File: config.mk
export PLATFORM = sky130hd
export DESIGN_NAME = trip_prog_seq
export DESIGN_NICKNAME = d
export VERILOG_FILES = /design/src/rtl/trip_prog_pkg.sv /design/src/rtl/trip_frame_fsm.sv /design/src/rtl/trip_thr_reg.sv /design/src/rtl/trip_prog_seq.sv
export SDC_FILE = /design/constraint.sdc
export NUM_CORES = 1
export LEC_CHECK = 0
export CAP_MARGIN = 20
export CORE_UTILIZATION = 45
export DETAILED_ROUTE_END_ITERATION = 8
export HOLD_SLACK_MARGIN = 0.05
export PLACE_DENSITY_LB_ADDON = 0.12
export SYNTH_ARGS = -nofsm -noshare
export SYNTH_HDL_FRONTEND = slang
export SYNTH_SLANG_ARGS = --single-unit
File: constraint.sdc
create_clock -name clk_i -period 5.6 [get_ports clk_i]
set_input_delay 1.12 -clock clk_i [delete_from_list [all_inputs] [get_ports clk_i]]
set_output_delay 1.12 -clock clk_i [all_outputs]
set_load 0.02 [all_outputs]
File: src/rtl/trip_prog_pkg.sv
package trip_prog_pkg;
  typedef enum logic [2:0] {
    ST_IDLE,
    ST_DEV,
    ST_ADDR,
    ST_DATA,
    ST_FULL,
    ST_BUSY
  } seq_state_e;

  typedef enum logic {
    OP_SET,
    OP_RST
  } thr_op_e;
endpackage

File: src/rtl/trip_frame_fsm.sv
module trip_frame_fsm
  import trip_prog_pkg::*;
#(
  parameter logic [7:0] DEV_BYTE = 8'hA0,
  parameter logic [7:0] SET_ADDR = 8'h01,
  parameter logic [7:0] RST_ADDR = 8'h03,
  parameter logic [7:0] KEY_DATA = 8'h00
) (
  input  logic    clk_i,
  input  logic    rst_ni,
  input  logic    start_i,
  input  logic    stop_i,
  input  logic    byte_vld_i,
  input  logic [7:0] byte_i,
  input  logic    hv_i,
  output logic    fire_o,
  output thr_op_e op_o,
  output logic    busy_o,
  output logic    claim_o
);
  seq_state_e state_q, state_d;
  thr_op_e    op_q, op_d;
  logic       claim_q;

  assign fire_o = (state_q == ST_FULL) && stop_i && hv_i;

  always_comb begin
    state_d = state_q;
    op_d    = op_q;
    if (state_q == ST_BUSY) begin
      if (!hv_i) state_d = ST_IDLE;
    end else if (start_i) begin
      state_d = hv_i ? ST_DEV : ST_IDLE;
    end else if (stop_i) begin
      state_d = fire_o ? ST_BUSY : ST_IDLE;
    end else if (byte_vld_i) begin
      unique case (state_q)
        ST_DEV:  state_d = (byte_i == DEV_BYTE) ? ST_ADDR : ST_IDLE;
        ST_ADDR: begin
          if (byte_i == SET_ADDR) begin
            state_d = ST_DATA;
            op_d    = OP_SET;
          end else if (byte_i == RST_ADDR) begin
            state_d = ST_DATA;
            op_d    = OP_RST;
          end else begin
            state_d = ST_IDLE;
          end
        end
        ST_DATA: state_d = (byte_i == KEY_DATA) ? ST_FULL : ST_IDLE;
        default: state_d = ST_IDLE; // extra page byte or idle traffic
      endcase
    end
  end

  always_ff @(posedge clk_i or negedge rst_ni) begin
    if (!rst_ni) begin
      state_q <= ST_IDLE;
      op_q    <= OP_SET;
      claim_q <= 1'b0;
    end else begin
      state_q <= state_d;
      op_q    <= op_d;
      claim_q <= fire_o;
    end
  end

  assign op_o    = op_q;
  assign busy_o  = (state_q == ST_BUSY);
  assign claim_o = claim_q;

  p_one_event_r9: assert property (@(posedge clk_i) disable iff (!rst_ni)
    $onehot0({start_i, stop_i, byte_vld_i}));
  p_busy_clear_r7: assert property (@(posedge clk_i) disable iff (!rst_ni)
    (busy_o && !hv_i) |=> !busy_o);
  p_busy_hold_r7: assert property (@(posedge clk_i) disable iff (!rst_ni)
    (busy_o && hv_i) |=> busy_o);
  p_busy_launch_r6: assert property (@(posedge clk_i) disable iff (!rst_ni)
    $rose(busy_o) |-> $past(stop_i && hv_i));
  p_claim_pulse_r8: assert property (@(posedge clk_i) disable iff (!rst_ni)
    claim_o |=> !claim_o);
  p_claim_busy_r8: assert property (@(posedge clk_i) disable iff (!rst_ni)
    claim_o |-> $rose(busy_o));
endmodule

File: src/rtl/trip_thr_reg.sv
module trip_thr_reg
  import trip_prog_pkg::*;
#(
  parameter int unsigned LVL_W    = 6,
  parameter int unsigned MIN_CODE = 4,
  parameter int unsigned DEF_CODE = 20
) (
  input  logic             clk_i,
  input  logic             rst_ni,
  input  logic             fire_i,
  input  thr_op_e          op_i,
  input  logic [LVL_W-1:0] level_i,
  output logic [LVL_W-1:0] thr_o
);
  localparam logic [LVL_W-1:0] MinVal = LVL_W'(MIN_CODE);
  localparam logic [LVL_W-1:0] DefVal = LVL_W'(DEF_CODE);

  logic [LVL_W-1:0] thr_q;

  always_ff @(posedge clk_i or negedge rst_ni) begin
    if (!rst_ni) begin
      thr_q <= DefVal;
    end else if (fire_i) begin
      if (op_i == OP_RST)          thr_q <= MinVal;
      else if (level_i > thr_q)    thr_q <= level_i; // set only raises
    end
  end

  assign thr_o = thr_q;

  p_hold_r3: assert property (@(posedge clk_i) disable iff (!rst_ni)
    !fire_i |=> $stable(thr_q));
  p_set_raise_r4: assert property (@(posedge clk_i) disable iff (!rst_ni)
    (fire_i && op_i == OP_SET) |=> (thr_q >= $past(thr_q)));
  p_reset_min_r5: assert property (@(posedge clk_i) disable iff (!rst_ni)
    (fire_i && op_i == OP_RST) |=> (thr_q == MinVal));
endmodule

File: src/rtl/trip_prog_seq.sv
module trip_prog_seq
  import trip_prog_pkg::*;
#(
  parameter int unsigned LVL_W    = 6,
  parameter int unsigned MIN_CODE = 4,
  parameter int unsigned DEF_CODE = 20,
  parameter logic [7:0]  DEV_BYTE = 8'hA0,
  parameter logic [7:0]  SET_ADDR = 8'h01,
  parameter logic [7:0]  RST_ADDR = 8'h03,
  parameter logic [7:0]  KEY_DATA = 8'h00
) (
  input  logic             clk_i,
  input  logic             rst_ni,
  input  logic             start_i,
  input  logic             stop_i,
  input  logic             byte_vld_i,
  input  logic [7:0]       byte_i,
  input  logic             hv_i,
  input  logic [LVL_W-1:0] level_i,
  output logic             busy_o,
  output logic             claim_o,
  output logic [LVL_W-1:0] thr_o
);
  logic    fire;
  thr_op_e op;

  trip_frame_fsm #(
    .DEV_BYTE(DEV_BYTE),
    .SET_ADDR(SET_ADDR),
    .RST_ADDR(RST_ADDR),
    .KEY_DATA(KEY_DATA)
  ) u_fsm (
    .clk_i     (clk_i),
    .rst_ni    (rst_ni),
    .start_i   (start_i),
    .stop_i    (stop_i),
    .byte_vld_i(byte_vld_i),
    .byte_i    (byte_i),
    .hv_i      (hv_i),
    .fire_o    (fire),
    .op_o      (op),
    .busy_o    (busy_o),
    .claim_o   (claim_o)
  );

  trip_thr_reg #(
    .LVL_W   (LVL_W),
    .MIN_CODE(MIN_CODE),
    .DEF_CODE(DEF_CODE)
  ) u_thr (
    .clk_i  (clk_i),
    .rst_ni (rst_ni),
    .fire_i (fire),
    .op_i   (op),
    .level_i(level_i),
    .thr_o  (thr_o)
  );
endmodule

# Word level (Yosys, flattened, before mapping)
# Cells that the tools add are included.
[classes] n_lt_le_gt_ge=1 n_eq_ne=9 muxes=16 bitwise_logic=3 n_reduce_logical=9
[op_table] operator="3-bit two-way mux" count=8
[op_table] operator="6-bit two-way mux" count=2
[op_table] operator="3-bit case mux with 3 select lines" count=1
[op_table] operator="8-bit by 1-bit equality test with 1-bit output, second input constant" count=1
[op_table] operator="8-bit by 2-bit equality test with 1-bit output, second input constant" count=1
[op_table] operator="8-bit equality test, second input constant" count=1
[op_table] operator="8-bit zero test" count=1
[op_table] operator="3-bit by 2-bit equality test with 1-bit output, second input constant" count=2
[op_table] operator="3-bit equality test, second input constant" count=2
[op_table] operator="6-bit greater-than comparator" count=1
[op_table] operator="6-bit AND reduction" count=1
[op_table] operator="2-bit two-way mux" count=2
[op_table] operator="2-bit AND reduction" count=2
[op_table] operator="2-bit nonzero test" count=2
[op_table] operator="4-bit nonzero test" count=1
[op_table] operator="3-bit by 1-bit equality test with 1-bit output, second input constant" count=1
[op_table] operator="1-bit two-way mux" count=3
[op_table] operator="1-bit inverter" count=3
[op_table] operator="1-bit logical AND" count=2
[op_table] operator="2-bit inequality test, second input constant" count=1
[totals] regBits=11 output_inout_bits=8 elab_cells=42

# Depth between registers and ports, before layout
[logic_depth] word_depth=8 mapped_depth=7 ltp_nobuf=7

# Modules after synthesis
# A second synthesis with hierarchy kept.
[unflattened] cells_unflattened=72 area_unflattened_um2=747.0
[modules_own_cells] mod="trip_thr_reg" instances=1 cells_per_inst=37 area_per_inst_um2=416.6 seq_area_each_um2=152.6
[modules_own_cells] mod="trip_frame_fsm" instances=1 cells_per_inst=35 area_per_inst_um2=330.3 seq_area_each_um2=125.1

# Worst setup path before layout
# OpenSTA, ideal clock, no wires.
[synth_path] path_type="input -> register" startpoint="input level_i[5]" endpoint="register u_thr.thr_q[3] (netlist: u_thr.thr_o[3])" t_arrival_ps=2370 setup_slack_ps=3102 cell_stages=6 path_cell_list="ha_1 and4_1 o21ai_0 a32oi_2 o21ai_0 o2bb2ai_1"
[synth_between] elab_chain_cells=3
[synth_rtl] element="start: declaration" line="trip_prog_seq.sv:19" source="input logic [LVL_W-1:0] level_i,"
[synth_rtl] element="6-bit greater-than comparator" line="trip_thr_reg.sv:25" source="else if (level_i > thr_q) thr_q <= level_i;"
[synth_rtl] element="2-bit nonzero test (no line)"
[synth_rtl] element="2-bit AND reduction (no line)"
[synth_rtl] element="end signal: assignment" line="trip_thr_reg.sv:22" source="thr_q <= DefVal;"
[synth_rtl] element="end signal: assignment" line="trip_thr_reg.sv:24" source="if (op_i == OP_RST) thr_q <= MinVal;"
[synth_rtl] element="end signal: assignment" line="trip_thr_reg.sv:25"
[synth_rtl] element="end: declaration" line="trip_thr_reg.sv:18" source="logic [LVL_W-1:0] thr_q;"
# Every way passes these cells.
# A chain may end at the register's enable or synchronous reset.

# Final worst setup path
# Same ends and word-level chain as after synthesis.

==> results.ini <==
[critical_path]
rr_startpoint = u_thr.thr_o[2]
timing.rr.end = u_thr.thr_o[3]
ff2ff_path_depth = 7
worst_setup_path_start_kind = input port
crit_fanout = 10
crit_required_ps = 5750
worstSetupPathType = input port to flop
r2r_slack_ps = 3460
end_kind = flop
worstPathArrival_ps = 3040

[global_routing]
antenna_found_initial = 0
grt_pass1_vias = 700
overflow = 0
grt_max_degree = 12
grt_pass1_wl_um = 2930
grt_usage_pct = 21.7

[die]
die_x_um = 43.0
ioPinCount = 28
num_rows = 14
die_area_um2 = 1850
die_h_um = 43.0
initial_core_util_pct = 49.0
core_area_um2 = 1540

[power_and_ir_drop]
power.share.clock_pct = 31.7
intPower_mw = 0.129
p_leak_nw = 0.444
p_total_mw = 0.172
switchingPower_mw = 0.0434
p_sw_share_pct = 25.2
irDropWorstVdd_uv = 146
seqPwrFrac_pct = 48.2
power_density_nw_per_um2 = 162
combPwrFrac_pct = 20.1

[clocking]
cts_inserted_buffers = 3
root_buffer = clkbuf_4
clockBufferDepth = 2
ctsHoldBuffers = 0
cts_setup_buffers = 0
tritoncts = built
clkSlewWorstSetupHoldPaths_ps = 80
ctsHtreeMaxLevel = 1
clock-sinks = 11
cts_resized = 0
insertion_delay_ps = 270

[routing]
num_vias = 721
drtIter0Drc = 11
via_per_inst = 5.72
wl_um = 1740
drc = 0
dr.pass1.iters = 4
drtAntennaViolNets = 0
drt-wirelength-per-cell_um = 13.8

[sta]
worst_pin_slew_ps = 507
rsz0062_at_grt = no
period_minus_slack_ps = 2890
hold_viol = 0
relSlewSlack_pct = 66.1
fin_setup_tns_ps = 0
fmax_mhz = 346
whs_ps = 498
finalSetupViolCount = 0
slew_viol_final = 0
fin_skew_ps = 12.6
period_share_pct = 51.6

[synth]
syn_nets = 107
yosysUniqueCellTypes = 36
synthesis.area_um2 = 756
syn_inst = 81
syn_area_per_cell_um2 = 9.33
seq_area_frac_synth_pct = 36.8
ys_warn_count = 0
ys_ff_latch = 11

[min_path]
min_path_type = flop to flop
hold_depth = 1
min_to = u_thr.thr_o[4]
holdCritStartpoint = u_thr.thr_o[4]

[finish]
syn_to_final_growth_pct = 40.7
drive_gt1_share_pct = 10.0
diodes = 0
final_nets = 137
final_cells = 126

[run_status]
outcome = completed

[flow_run]
drv_cap = 0

[placed_design]
dp_cells = 122
gp_congestion = 0.785
port_buffers = 27
hpwlAfterDp_um = 1450

[power by group through the flow]
| stage | registers [mW] | clock network [mW] | logic, mW |
|---|---|---|---|
| floorplan | 0.0848 | 0 | 0.0130 |
| global placement | 0.0844 | 0 | 0.0339 |
| detailed placement | 0.0845 | 0 | 0.0349 |
| CTS | 0.0830 | 0.0565 | 0.0349 |
| global route | 0.0833 | 0.0607 | 0.0384 |
| finish | 0.0830 | 0.0545 | 0.0347 |
[per-layer routing]
layer  share of wire (%)  up-vias  GRT usage [%]
met1                  45      339           26.4
met4                 2.8        0           10.9
li1                    -      361              -
met5                   0        -              0
met2                  48       15           34.5
met3                 4.1        6           6.38
[worst max-delay path: stages]
cell and delay [ps]:
clkdlybuf4s50_1 430, ha_1 330, and4_1 240, o21ai_0 120, a32oi_2 410, o21ai_0 220, o2bb2ai_1 180
[worst max-delay path by stage]
stage	start	end	slack, ps
2_1_floorplan	level_i[5]	u_thr.thr_o[3]	3100
3_3_place_gp	level_i[5]	u_thr.thr_o[3]	2540
3_5_place_dp	level_i[5]	u_thr.thr_o[3]	2430
4_1_cts	level_i[5]	u_thr.thr_o[5]	2720
5_1_grt	level_i[5]	u_thr.thr_o[3]	2560
6_report	level_i[5]	u_thr.thr_o[3]	2710
[cell families (layout without fill, tap and decap cells)]
family	count (synthesis)	count (layout)	share of synthesized area, %
AOI/OAI and AO/OA	17	17	16.9
adders and majority gates	6	6	9.93
buffers and inverters	11	40	5.63
DFF	11	11	36.8
muxes	4	4	5.63
and+or+nand+nor	32	32	25.2
[cells in the final DEF (no fill, tap or decap), types with 3 or more instances in the layout]
cell / instances
a21oi_1: 4
clkbuf_4: 3
clkdlybuf4s50_1: 27
dfrtp_1: 9
ha_1: 6
inv_1: 8
nand2_1: 5
nand3_1: 7
nor4_1: 4
o21ai_0: 3
o2bb2ai_1: 3
[cells in the mapped netlist (all sizes together)]
| cell type | n | area share [%] |
|---|---|---|
| o221ai | 1 | 1.2 |
| nor2b | 2 | 1.7 |
| ha | 6 | 9.9 |
| mux2i | 2 | 2.6 |
| or2 | 2 | 1.7 |
| o2bb2ai | 3 | 3.5 |
| o211ai | 1 | 0.99 |
| a21o | 1 | 0.99 |
| dfstp | 2 | 7.0 |
| o32a | 1 | 1.3 |
| or4b | 1 | 1.8 |
| nor3 | 3 | 2.6 |
| nor4 | 4 | 3.3 |
| clkbuf | 1 | 0.50 |
| nand4 | 1 | 0.83 |
| a21oi | 4 | 2.6 |
| and4 | 1 | 1.2 |
| buf | 1 | 0.66 |
| nand2 | 5 | 2.5 |
| nor4b | 1 | 1.2 |
| nand4b | 1 | 1.2 |
| and2 | 1 | 0.83 |
| inv | 9 | 4.5 |
| nor2 | 2 | 0.99 |
| o21ai | 3 | 2.0 |
| mux2 | 2 | 3.0 |
| a211oi | 1 | 0.99 |
| nand2b | 1 | 0.83 |
| dfrtp | 9 | 30 |
| o311ai | 1 | 1.2 |
| nand3 | 7 | 4.6 |
| a32oi | 1 | 2.2 |
[metrics by stage]
stage                     utilization (%)  setup slack [ps]  area [um^2]
after floorplan                         -              3100          756
after global placement               67.3              2540         1040
after detailed placement             67.3              2430         1040
after CTS                            69.0              2720         1060
after global routing                 69.0              2560         1060
final                                69.0              2710         1060
[sequential cells by signal, summed over array words and instances, names as in the netlist]
| name | flops |
|---|---|
| u_fsm.claim_o | 1 |
| u_fsm.op_o | 1 |
| u_fsm.state_q | 3 |
| u_thr.thr_o | 6 |
[layout make-up]
cell class	count	area, um^2
Tap cell	16	20.0
Sequential cell	11	278
Fill cell	136	478
Inverter	9	33.8
Timing Repair Buffer	27	270
Multi-Input combinational cell	59	435
Clock buffer	4	26.3
Power figures use the tool's default switching activity.
